$ cat config.mk
export PLATFORM = sky130hd
export DESIGN_NAME = rx_flag_ctrl
export DESIGN_NICKNAME = d
export VERILOG_FILES = /design/src/rtl/rx_flag_pkg.sv /design/src/rtl/rx_data_hold.sv /design/src/rtl/rx_flag_core.sv /design/src/rtl/rx_bus_port.sv /design/src/rtl/rx_flag_ctrl.sv
export SDC_FILE = /design/constraint.sdc
export NUM_CORES = 1
export LEC_CHECK = 0
export ABC_AREA = 1
export BUFFER_PORTS_ARGS = -buffer_cell sky130_fd_sc_hd__buf_2
export CAP_MARGIN = 10
export CORE_MARGIN = 1
export CORE_UTILIZATION = 42
export CTS_CLUSTER_DIAMETER = 60
export CTS_CLUSTER_SIZE = 20
export DETAILED_ROUTE_END_ITERATION = 8
export PLACE_DENSITY = 0.72
export SLEW_MARGIN = 20
export SYNTH_ARGS = -nofsm -noshare
export SYNTH_HDL_FRONTEND = slang
export SYNTH_SLANG_ARGS = --single-unit
export TNS_END_PERCENT = 50
$ cat constraint.sdc
create_clock -name clk_i -period 1.7 [get_ports clk_i]
set_input_delay 0.34 -clock clk_i [delete_from_list [all_inputs] [get_ports clk_i]]
set_output_delay 0.34 -clock clk_i [all_outputs]
set_load 0.01 [all_outputs]
$ cat src/rtl/rx_flag_pkg.sv
package rx_flag_pkg;
  localparam int unsigned AW = 2;
  localparam logic [AW-1:0] A_STAT = 2'd0;
  localparam logic [AW-1:0] A_DATA = 2'd1;
  localparam logic [AW-1:0] A_CTRL = 2'd2;
  localparam int unsigned B_FULL = 5;
  localparam int unsigned B_IDLE = 4;
  localparam int unsigned B_OVR  = 3;

  typedef struct packed {
    logic full;
    logic idle;
    logic ovr;
  } flags_t;
endpackage

$ cat src/rtl/rx_data_hold.sv
module rx_data_hold #(
  parameter int unsigned DW = 8
) (
  input  logic          clk_i,
  input  logic          rst_ni,
  input  logic          load_i,
  input  logic [DW-1:0] byte_i,
  output logic [DW-1:0] data_o
);
  always_ff @(posedge clk_i or negedge rst_ni) begin
    if (!rst_ni)     data_o <= '0;
    else if (load_i) data_o <= byte_i;
  end
endmodule

$ cat src/rtl/rx_flag_core.sv
module rx_flag_core
  import rx_flag_pkg::*;
(
  input  logic   clk_i,
  input  logic   rst_ni,
  input  logic   char_done_i,
  input  logic   idle_det_i,
  input  logic   stat_rd_i,
  input  logic   data_rd_i,
  output flags_t flags_o,
  output logic   load_o
);
  flags_t flags_q, arm_q;
  logic   seen_q;
  logic   clr_full, clr_idle, clr_ovr;

  assign clr_full = data_rd_i & arm_q.full;
  assign clr_idle = data_rd_i & arm_q.idle;
  assign clr_ovr  = data_rd_i & arm_q.ovr;
  // a clearing read frees the register for a coincident character
  assign load_o   = char_done_i & (~flags_q.full | clr_full);

  // arm at the status read, consume at the data read
  always_ff @(posedge clk_i or negedge rst_ni) begin
    if (!rst_ni)        arm_q <= '0;
    else if (stat_rd_i) arm_q <= flags_q;
    else if (data_rd_i) arm_q <= '0;
  end

  always_ff @(posedge clk_i or negedge rst_ni) begin
    if (!rst_ni) begin
      flags_q <= '0;
      seen_q  <= 1'b0;
    end else begin
      if (load_o)        flags_q.full <= 1'b1;
      else if (clr_full) flags_q.full <= 1'b0;

      if (char_done_i && !load_o) flags_q.ovr <= 1'b1;
      else if (clr_ovr)           flags_q.ovr <= 1'b0;

      if (load_o)        seen_q <= 1'b1;
      else if (clr_idle) seen_q <= 1'b0;

      if (clr_idle)                  flags_q.idle <= 1'b0;
      else if (idle_det_i && seen_q) flags_q.idle <= 1'b1;
    end
  end

  assign flags_o = flags_q;
endmodule

$ cat src/rtl/rx_bus_port.sv
module rx_bus_port
  import rx_flag_pkg::*;
#(
  parameter int unsigned DW = 8
) (
  input  logic          clk_i,
  input  logic          rst_ni,
  input  logic          rd_en_i,
  input  logic          wr_en_i,
  input  logic [AW-1:0] addr_i,
  input  logic [DW-1:0] wdata_i,
  input  flags_t        flags_i,
  input  logic [DW-1:0] data_i,
  output logic          stat_rd_o,
  output logic          data_rd_o,
  output logic          ovr_ie_o,
  output logic [DW-1:0] rdata_o
);
  logic ie_q;
  logic unused_wdata;

  assign unused_wdata = ^wdata_i[DW-1:1];
  assign stat_rd_o    = rd_en_i & (addr_i == A_STAT);
  assign data_rd_o    = rd_en_i & (addr_i == A_DATA);

  always_ff @(posedge clk_i or negedge rst_ni) begin
    if (!rst_ni)                            ie_q <= 1'b0;
    else if (wr_en_i && addr_i == A_CTRL)   ie_q <= wdata_i[0];
  end

  always_comb begin
    rdata_o = '0;
    if (rd_en_i) begin
      unique case (addr_i)
        A_STAT: begin
          rdata_o[B_FULL] = flags_i.full;
          rdata_o[B_IDLE] = flags_i.idle;
          rdata_o[B_OVR]  = flags_i.ovr;
        end
        A_DATA:  rdata_o    = data_i;
        A_CTRL:  rdata_o[0] = ie_q;
        default: rdata_o    = '0;
      endcase
    end
  end

  assign ovr_ie_o = ie_q;
endmodule

$ cat src/rtl/rx_flag_ctrl.sv
module rx_flag_ctrl
  import rx_flag_pkg::*;
#(
  parameter int unsigned DW = 8
) (
  input  logic          clk_i,
  input  logic          rst_ni,
  input  logic          char_done_i,
  input  logic [DW-1:0] char_byte_i,
  input  logic          idle_det_i,
  input  logic          rd_en_i,
  input  logic          wr_en_i,
  input  logic [1:0]    addr_i,
  input  logic [DW-1:0] wdata_i,
  output logic [DW-1:0] rdata_o,
  output logic          err_irq_o
);
  flags_t        flags;
  logic          load, stat_rd, data_rd, ovr_ie;
  logic [DW-1:0] data_q;

  rx_flag_core u_core (
    .clk_i, .rst_ni, .char_done_i, .idle_det_i,
    .stat_rd_i(stat_rd), .data_rd_i(data_rd),
    .flags_o(flags), .load_o(load)
  );

  rx_data_hold #(.DW(DW)) u_hold (
    .clk_i, .rst_ni, .load_i(load), .byte_i(char_byte_i), .data_o(data_q)
  );

  rx_bus_port #(.DW(DW)) u_port (
    .clk_i, .rst_ni, .rd_en_i, .wr_en_i, .addr_i, .wdata_i,
    .flags_i(flags), .data_i(data_q),
    .stat_rd_o(stat_rd), .data_rd_o(data_rd), .ovr_ie_o(ovr_ie), .rdata_o
  );

  assign err_irq_o = flags.ovr & ovr_ie;
endmodule

==> impl_metrics.json, run 1 <==
{
  "status": "complete, no violations",
  "wl_met1_um": 705,
  "synth_area_leader_cell": "dfrtp_1",
  "wl_mm": 1.482,
  "pwr-share-clk_pct": 21.6,
  "finalHoldViolations": 0,
  "antenna_cells": 0,
  "grt-ovfl-total": 0,
  "clock_sinks": 16,
  "routed-via-count": 671,
  "worstHoldPathType": "primary input to register",
  "cts_tree": "yes",
  "holdPathStages": 2,
  "yosys.area.top_type_share_pct": 50.87,
  "crit_chain": "buf_2 -> inv_1 -> ha_1 -> nand2_2 -> nor2_1 -> buf_2",
  "met3_length_um": 66,
  "cts_buffer_depth": 2,
  "drt_iter0_drc": 4,
  "p_seq_share_pct": 51.3,
  "worst-path-stages": 6,
  "fin_skew_ns": 0.004434,
  "post-cts-setup-buffers": 0,
  "yosys_warnings": 0,
  "cap_violations": 0,
  "leakage_nw": 0.5554,
  "die_w_um": 45.29,
  "synth_seq_cells": 16,
  "top_layer": "met4",
  "vdd_drop_max_v": 0.0006269,
  "rr_worst_depth": 5,
  "firstDrtPassIters": 4,
  "die_y_um": 45.29,
  "ctsHtreeMaxLevel": 1,
  "cp-start-kind": "primary input",
  "powerDensity_nw_per_um2": 1175,
  "gp_congestion": 0.6642,
  "core.rowCount": 15,
  "switching_share_pct": 32.89,
  "cts.repair.resized": 0,
  "path_class": "primary input to output pin",
  "cpMaxStageDelayCell": "ha_1",
  "track_usage_pct": 17.73,
  "rsz0062_at_grt": "false",
  "hpwl_mm": 1.124,
  "core_um2": 1745,
  "crit_required_ns": 1.36,
  "num_io_pins": 33,
  "design_area_um2": 974.7,
  "relSlewSlack_pct": 75.97,
  "finalHoldWorstSlack_ns": 0.2535,
  "layout_commonest_cell": "buf_2",
  "crit_top_cell": "buf_2",
  "routedWlPerCell_um": 10.15,
  "switchingPower_mw": 0.3766,
  "drc_errors": 0,
  "grt_pass1_vias": 620,
  "setup-tns-final_ns": 0,
  "setup_viol": 0,
  "postSynthAreaPerCell_um2": 8.462,
  "wl_met2_um": 696,
  "min_period_ns": 1.565,
  "ctsRootBufferMaster": "clkbuf_4",
  "syn_area_um2": 787.0,
  "comb_power_share_pct": 27.2,
  "numCtsBuffers": 3,
  "drive_gt1_share_pct": 27.27,
  "synthesis.instances": 93,
  "worst_slack_ns": 0.1349,
  "crit_path_end_kind": "output pin",
  "netlist_top_cells_area": "dfrtp_1 51%, nand2_1 11%, nand3_1 9.5%",
  "cts.clk_slew.worst_paths_ns": 0.09,
  "syn_nets": 120,
  "cp_slowest_stage_delay_ns": 0.28,
  "grt_max_degree": 17,
  "period_share_pct": 92.07,
  "stdcell_count": 146,
  "ys_types": 15,
  "cts_hold_buf": 1,
  "path_max_fanout": 9,
  "tightest_slew_ns": 0.3605,
  "die_area_um2": 2051,
  "initial_core_util_pct": 45.09,
  "fmax_mhz": 638.9,
  "postRouteAntennaNets": 0,
  "yosysSeqAreaShare_pct": 50.87,
  "routed_via_density": 4.596,
  "crit_family": "buffers and inverters",
  "post-route-util_pct": 55.84,
  "antenna_found_initial": 0,
  "total_power_mw": 1.145,
  "p_int_mw": 0.7686,
  "final_max_slew_viol_count": 0,
  "synthToLayoutAreaGrowth_pct": 23.85,
  "clock_latency_ns": 0.28,
  "fin_nets": 149,
  "final_cell_mix": "25 x buf_2, 23 x nand2_1, 16 x dfrtp_1",
  "grt_pass1_wl_mm": 2.573,
  "crit_buf_inv": 3,
  "place_area_um2": 928.4,
  "place_inst": 141,
  "worstPathArrival_ns": 1.23,
  "port_buffers": 25,
  "place_ws_ns": 0.1213
}
==> metal layers <==
metal,GRT usage [%],vias to the layer above
met2,28.41,20
met5,0,-
met3,4.800,2
met1,23.29,296
li1,-,353
met4,5.455,0
==> synth_stat cells, drive strengths merged <==
cell,number
inv,13
o21ai,6
a21oi,2
a21boi,1
o22ai,2
nand2,26
buf,2
ha,3
a31oi,1
nand3,16
dfrtp,16
nor2,5
==> registers in the layout, summed over array words and instances, names as in the netlist <==
register and flops:
u_port.ovr_ie_o 1, u_core.flags_o 3, u_core.arm_q 3, u_core.seen_q 1, u_hold.data_o 8
==> cell type report <==
class | instances | area, µm²
Tap cell | 25 | 31.28
Timing Repair Buffer | 26 | 135.1
Multi-Input combinational cell | 62 | 322.8
Inverter | 13 | 48.80
Fill cell | 177 | 770.7
Sequential cell | 16 | 400.4
Clock buffer | 4 | 36.28
==> path summary, 6_finish.rpt <==
path	endpoint	slack (ns)	start
min reg2reg	u_hold.data_o[7]$_DFFE_PN0P_	0.48	u_hold.data_o[7]$_DFFE_PN0P_
max in group asynchronous	u_core.flags_o[0]$_DFFE_PN0P_	0.94	rst_ni
max reg2reg	u_hold.data_o[3]$_DFFE_PN0P_	0.73	u_core.arm_q[2]$_DFFE_PN0P_
min in group asynchronous	u_core.flags_o[1]$_DFFE_PN0P_	0.49	rst_ni
max	rdata_o[7]	0.13	addr_i[1]
min	u_port.ovr_ie_o$_DFFE_PN0P_	0.25	wr_en_i
==> power by group through the flow <==
stage | combinational, mW | sequential [mW] | clock, mW
3_5_place_dp | 0.315 | 0.596 | 0
4_1_cts | 0.318 | 0.589 | 0.257
3_3_place_gp | 0.303 | 0.590 | 0
2_1_floorplan | 0.231 | 0.578 | 0
6_report | 0.311 | 0.587 | 0.247
5_1_grt | 0.370 | 0.606 | 0.289
==> kinds of logic after synthesis <==
kind of cell,after synthesis,share of synthesized area (%)
AND/OR/NAND/NOR,47,27.82
flip-flops,16,50.87
buffers and inverters,15,8.108
AO/OA/AOI/OAI,12,8.427
adder cells (fa/ha/maj),3,4.770
Note: power is estimated with default switching activity, not from simulation.
==> run 2: changes to the inputs <==
--- a/config.mk
+++ b/config.mk
@@ -16,2 +16,3 @@
 export PLACE_DENSITY = 0.72
+export SETUP_SLACK_MARGIN = 0.2
 export SLEW_MARGIN = 20
==> constraint.sdc (replaced) <==
create_clock -name clk_i -period 1.7 [get_ports clk_i]
set_input_delay 0.255 -clock clk_i [delete_from_list [all_inputs] [get_ports clk_i]]
set_output_delay 0.255 -clock clk_i [all_outputs]
set_load 0.01 [all_outputs]
==> run 2 against run 1 <==
Compared with the run above: critical path depth is 3 lower; hold slack worse by 0.087 ns; setup slack better by 0.23 ns; final area is 1.2% lower; utilization is 0.65 points lower; sequential share of layout area is 0.48 points higher; sequential power is 0.7% higher; non-clock buffer count stayed put; first-iteration DRC count is 100% higher; highest routed layer unchanged.
==> impl_metrics.json, run 2 (synthesis gave the netlist of run 1 again) <==
{
  "port_buffers": 25,
  "crit_required_ns": 1.44,
  "clock_latency_ns": 0.28,
  "grt_pass1_wl_mm": 2.435,
  "min_period_ns": 1.334,
  "die_area_um2": 2051,
  "crit_family": "flip-flops",
  "core_um2": 1745,
  "cts_buffer_depth": 2,
  "drive_gt1_share_pct": 27.50,
  "place_inst": 141,
  "rsz0062_at_grt": "false",
  "final_cell_mix": "25 x buf_2, 23 x nand2_1, 16 x dfrtp_1",
  "post-route-util_pct": 55.20,
  "layout_commonest_cell": "buf_2",
  "hpwl_mm": 1.095,
  "largest_reg_flops": 8,
  "cp_slowest_stage_delay_ns": 0.42,
  "status": "complete, no violations",
  "cpMaxStageDelayCell": "dfrtp_1",
  "routed-via-count": 673,
  "crit_chain": "inv_1 -> o21ai_0 -> buf_2",
  "grt-ovfl-total": 0,
  "largest_register": "u_hold.data_o",
  "cp-start-kind": "register",
  "stdcell_count": 145,
  "final_max_slew_viol_count": 0,
  "powerDensity_nw_per_um2": 1136,
  "fmax_mhz": 749.5,
  "antenna_found_initial": 0,
  "initial_core_util_pct": 45.09,
  "tightest_slew_ns": 0.3532,
  "wl_mm": 1.445,
  "path_class": "register to output pin",
  "die_y_um": 45.29,
  "worstHoldPathType": "primary input to register",
  "gp_congestion": 0.6645,
  "num_io_pins": 33,
  "worstPathArrival_ns": 1.08,
  "vdd_drop_max_v": 0.0004838,
  "die_w_um": 45.29,
  "crit_path_end_kind": "output pin",
  "numCtsBuffers": 3,
  "grt_max_degree": 17,
  "track_usage_pct": 16.99,
  "drc_errors": 0,
  "fillers": 188,
  "ctsHtreeMaxLevel": 1,
  "grt_pass1_vias": 576,
  "firstDrtPassIters": 3,
  "crit_buf_inv": 2,
  "cap_violations": 0,
  "postRouteAntennaNets": 0,
  "finalHoldViolations": 0,
  "path_max_fanout": 3,
  "synthToLayoutAreaGrowth_pct": 22.42,
  "post-cts-setup-buffers": 0,
  "setup-tns-final_ns": 0,
  "ctsRootBufferMaster": "clkbuf_4",
  "core.rowCount": 15,
  "period_share_pct": 78.48,
  "fin_nets": 149,
  "setup_viol": 0,
  "regArea_um2": 400.4,
  "drt_iter0_drc": 8,
  "routed_via_density": 4.641,
  "multi_input_area_um2": 325.3,
  "antenna_cells": 0,
  "leakage_nw": 0.5466,
  "routedWlPerCell_um": 9.966,
  "clock_sinks": 16,
  "cts.clk_slew.worst_paths_ns": 0.08,
  "fin_skew_ns": 0.003719,
  "cts_tree": "yes",
  "relSlewSlack_pct": 76.46
}
==> run 2: power breakdown <==
part           leakage [nW]  internal, mW  switching (mW)
logic                 0.346         0.125           0.184
clock network        0.0138        0.0822           0.112
registers             0.187         0.514          0.0765
==> run 2: cell type report <==
type,instances,share of cell area [%]
tap,25,3.247
multi-input combinational,62,33.77
timing repair buffer,26,14.03
sequential,16,41.56
inverter,13,5.065
clock buffer,3,2.338
==> run 2: worst paths after layout <==
path	startpoint	to	slack (ns)	cells after the start
min	wr_en_i	u_port.ovr_ie_o$_DFFE_PN0P_	0.17	2
max	u_core.flags_o[2]$_DFFE_PN0P_	rdata_o[5]	0.37	3
max reg2reg	u_core.arm_q[2]$_DFFE_PN0P_	u_hold.data_o[3]$_DFFE_PN0P_	0.74	5
max in group asynchronous	rst_ni	u_hold.data_o[5]$_DFFE_PN0P_	1.04	2
min in group asynchronous	rst_ni	u_core.flags_o[1]$_DFFE_PN0P_	0.40	2
min reg2reg	u_hold.data_o[7]$_DFFE_PN0P_	u_hold.data_o[7]$_DFFE_PN0P_	0.48	2
==> run 2: repair_timing <==
action	CTS	global route
resized for setup	0	1
hold buffers	1	0
endpoints found under the setup margin	0	1
hold endpoints to repair	16	0
==> run 2: metal layers <==
| layer | vias to the layer above | routed length (µm) | global-route usage [%] |
|---|---|---|---|
| met5 | - | 0 | 0 |
| met4 | 0 | 35 | 9.091 |
| met3 | 4 | 58 | 3.600 |
| met1 | 300 | 705 | 23.35 |
| li1 | 351 | - | - |
| met2 | 18 | 645 | 24.93 |
==> run 2: through the flow <==
stage | cell area, µm² | hold WS, ns | worst slack, ns | power [mW]
6_report | 963.4 | 0.1670 | 0.3658 | 1.094
5_1_grt | 963.4 | 0.1501 | 0.2296 | 1.204
4_1_cts | 960.9 | 0.1568 | 0.2954 | 1.110
3_5_place_dp | 928.4 | 0.1854 | 0.2962 | 0.9097
3_3_place_gp | 928.4 | 0.1828 | 0.3212 | 0.8930
2_1_floorplan | 787.0 | -0.04059 | 0.4969 | 0.8096
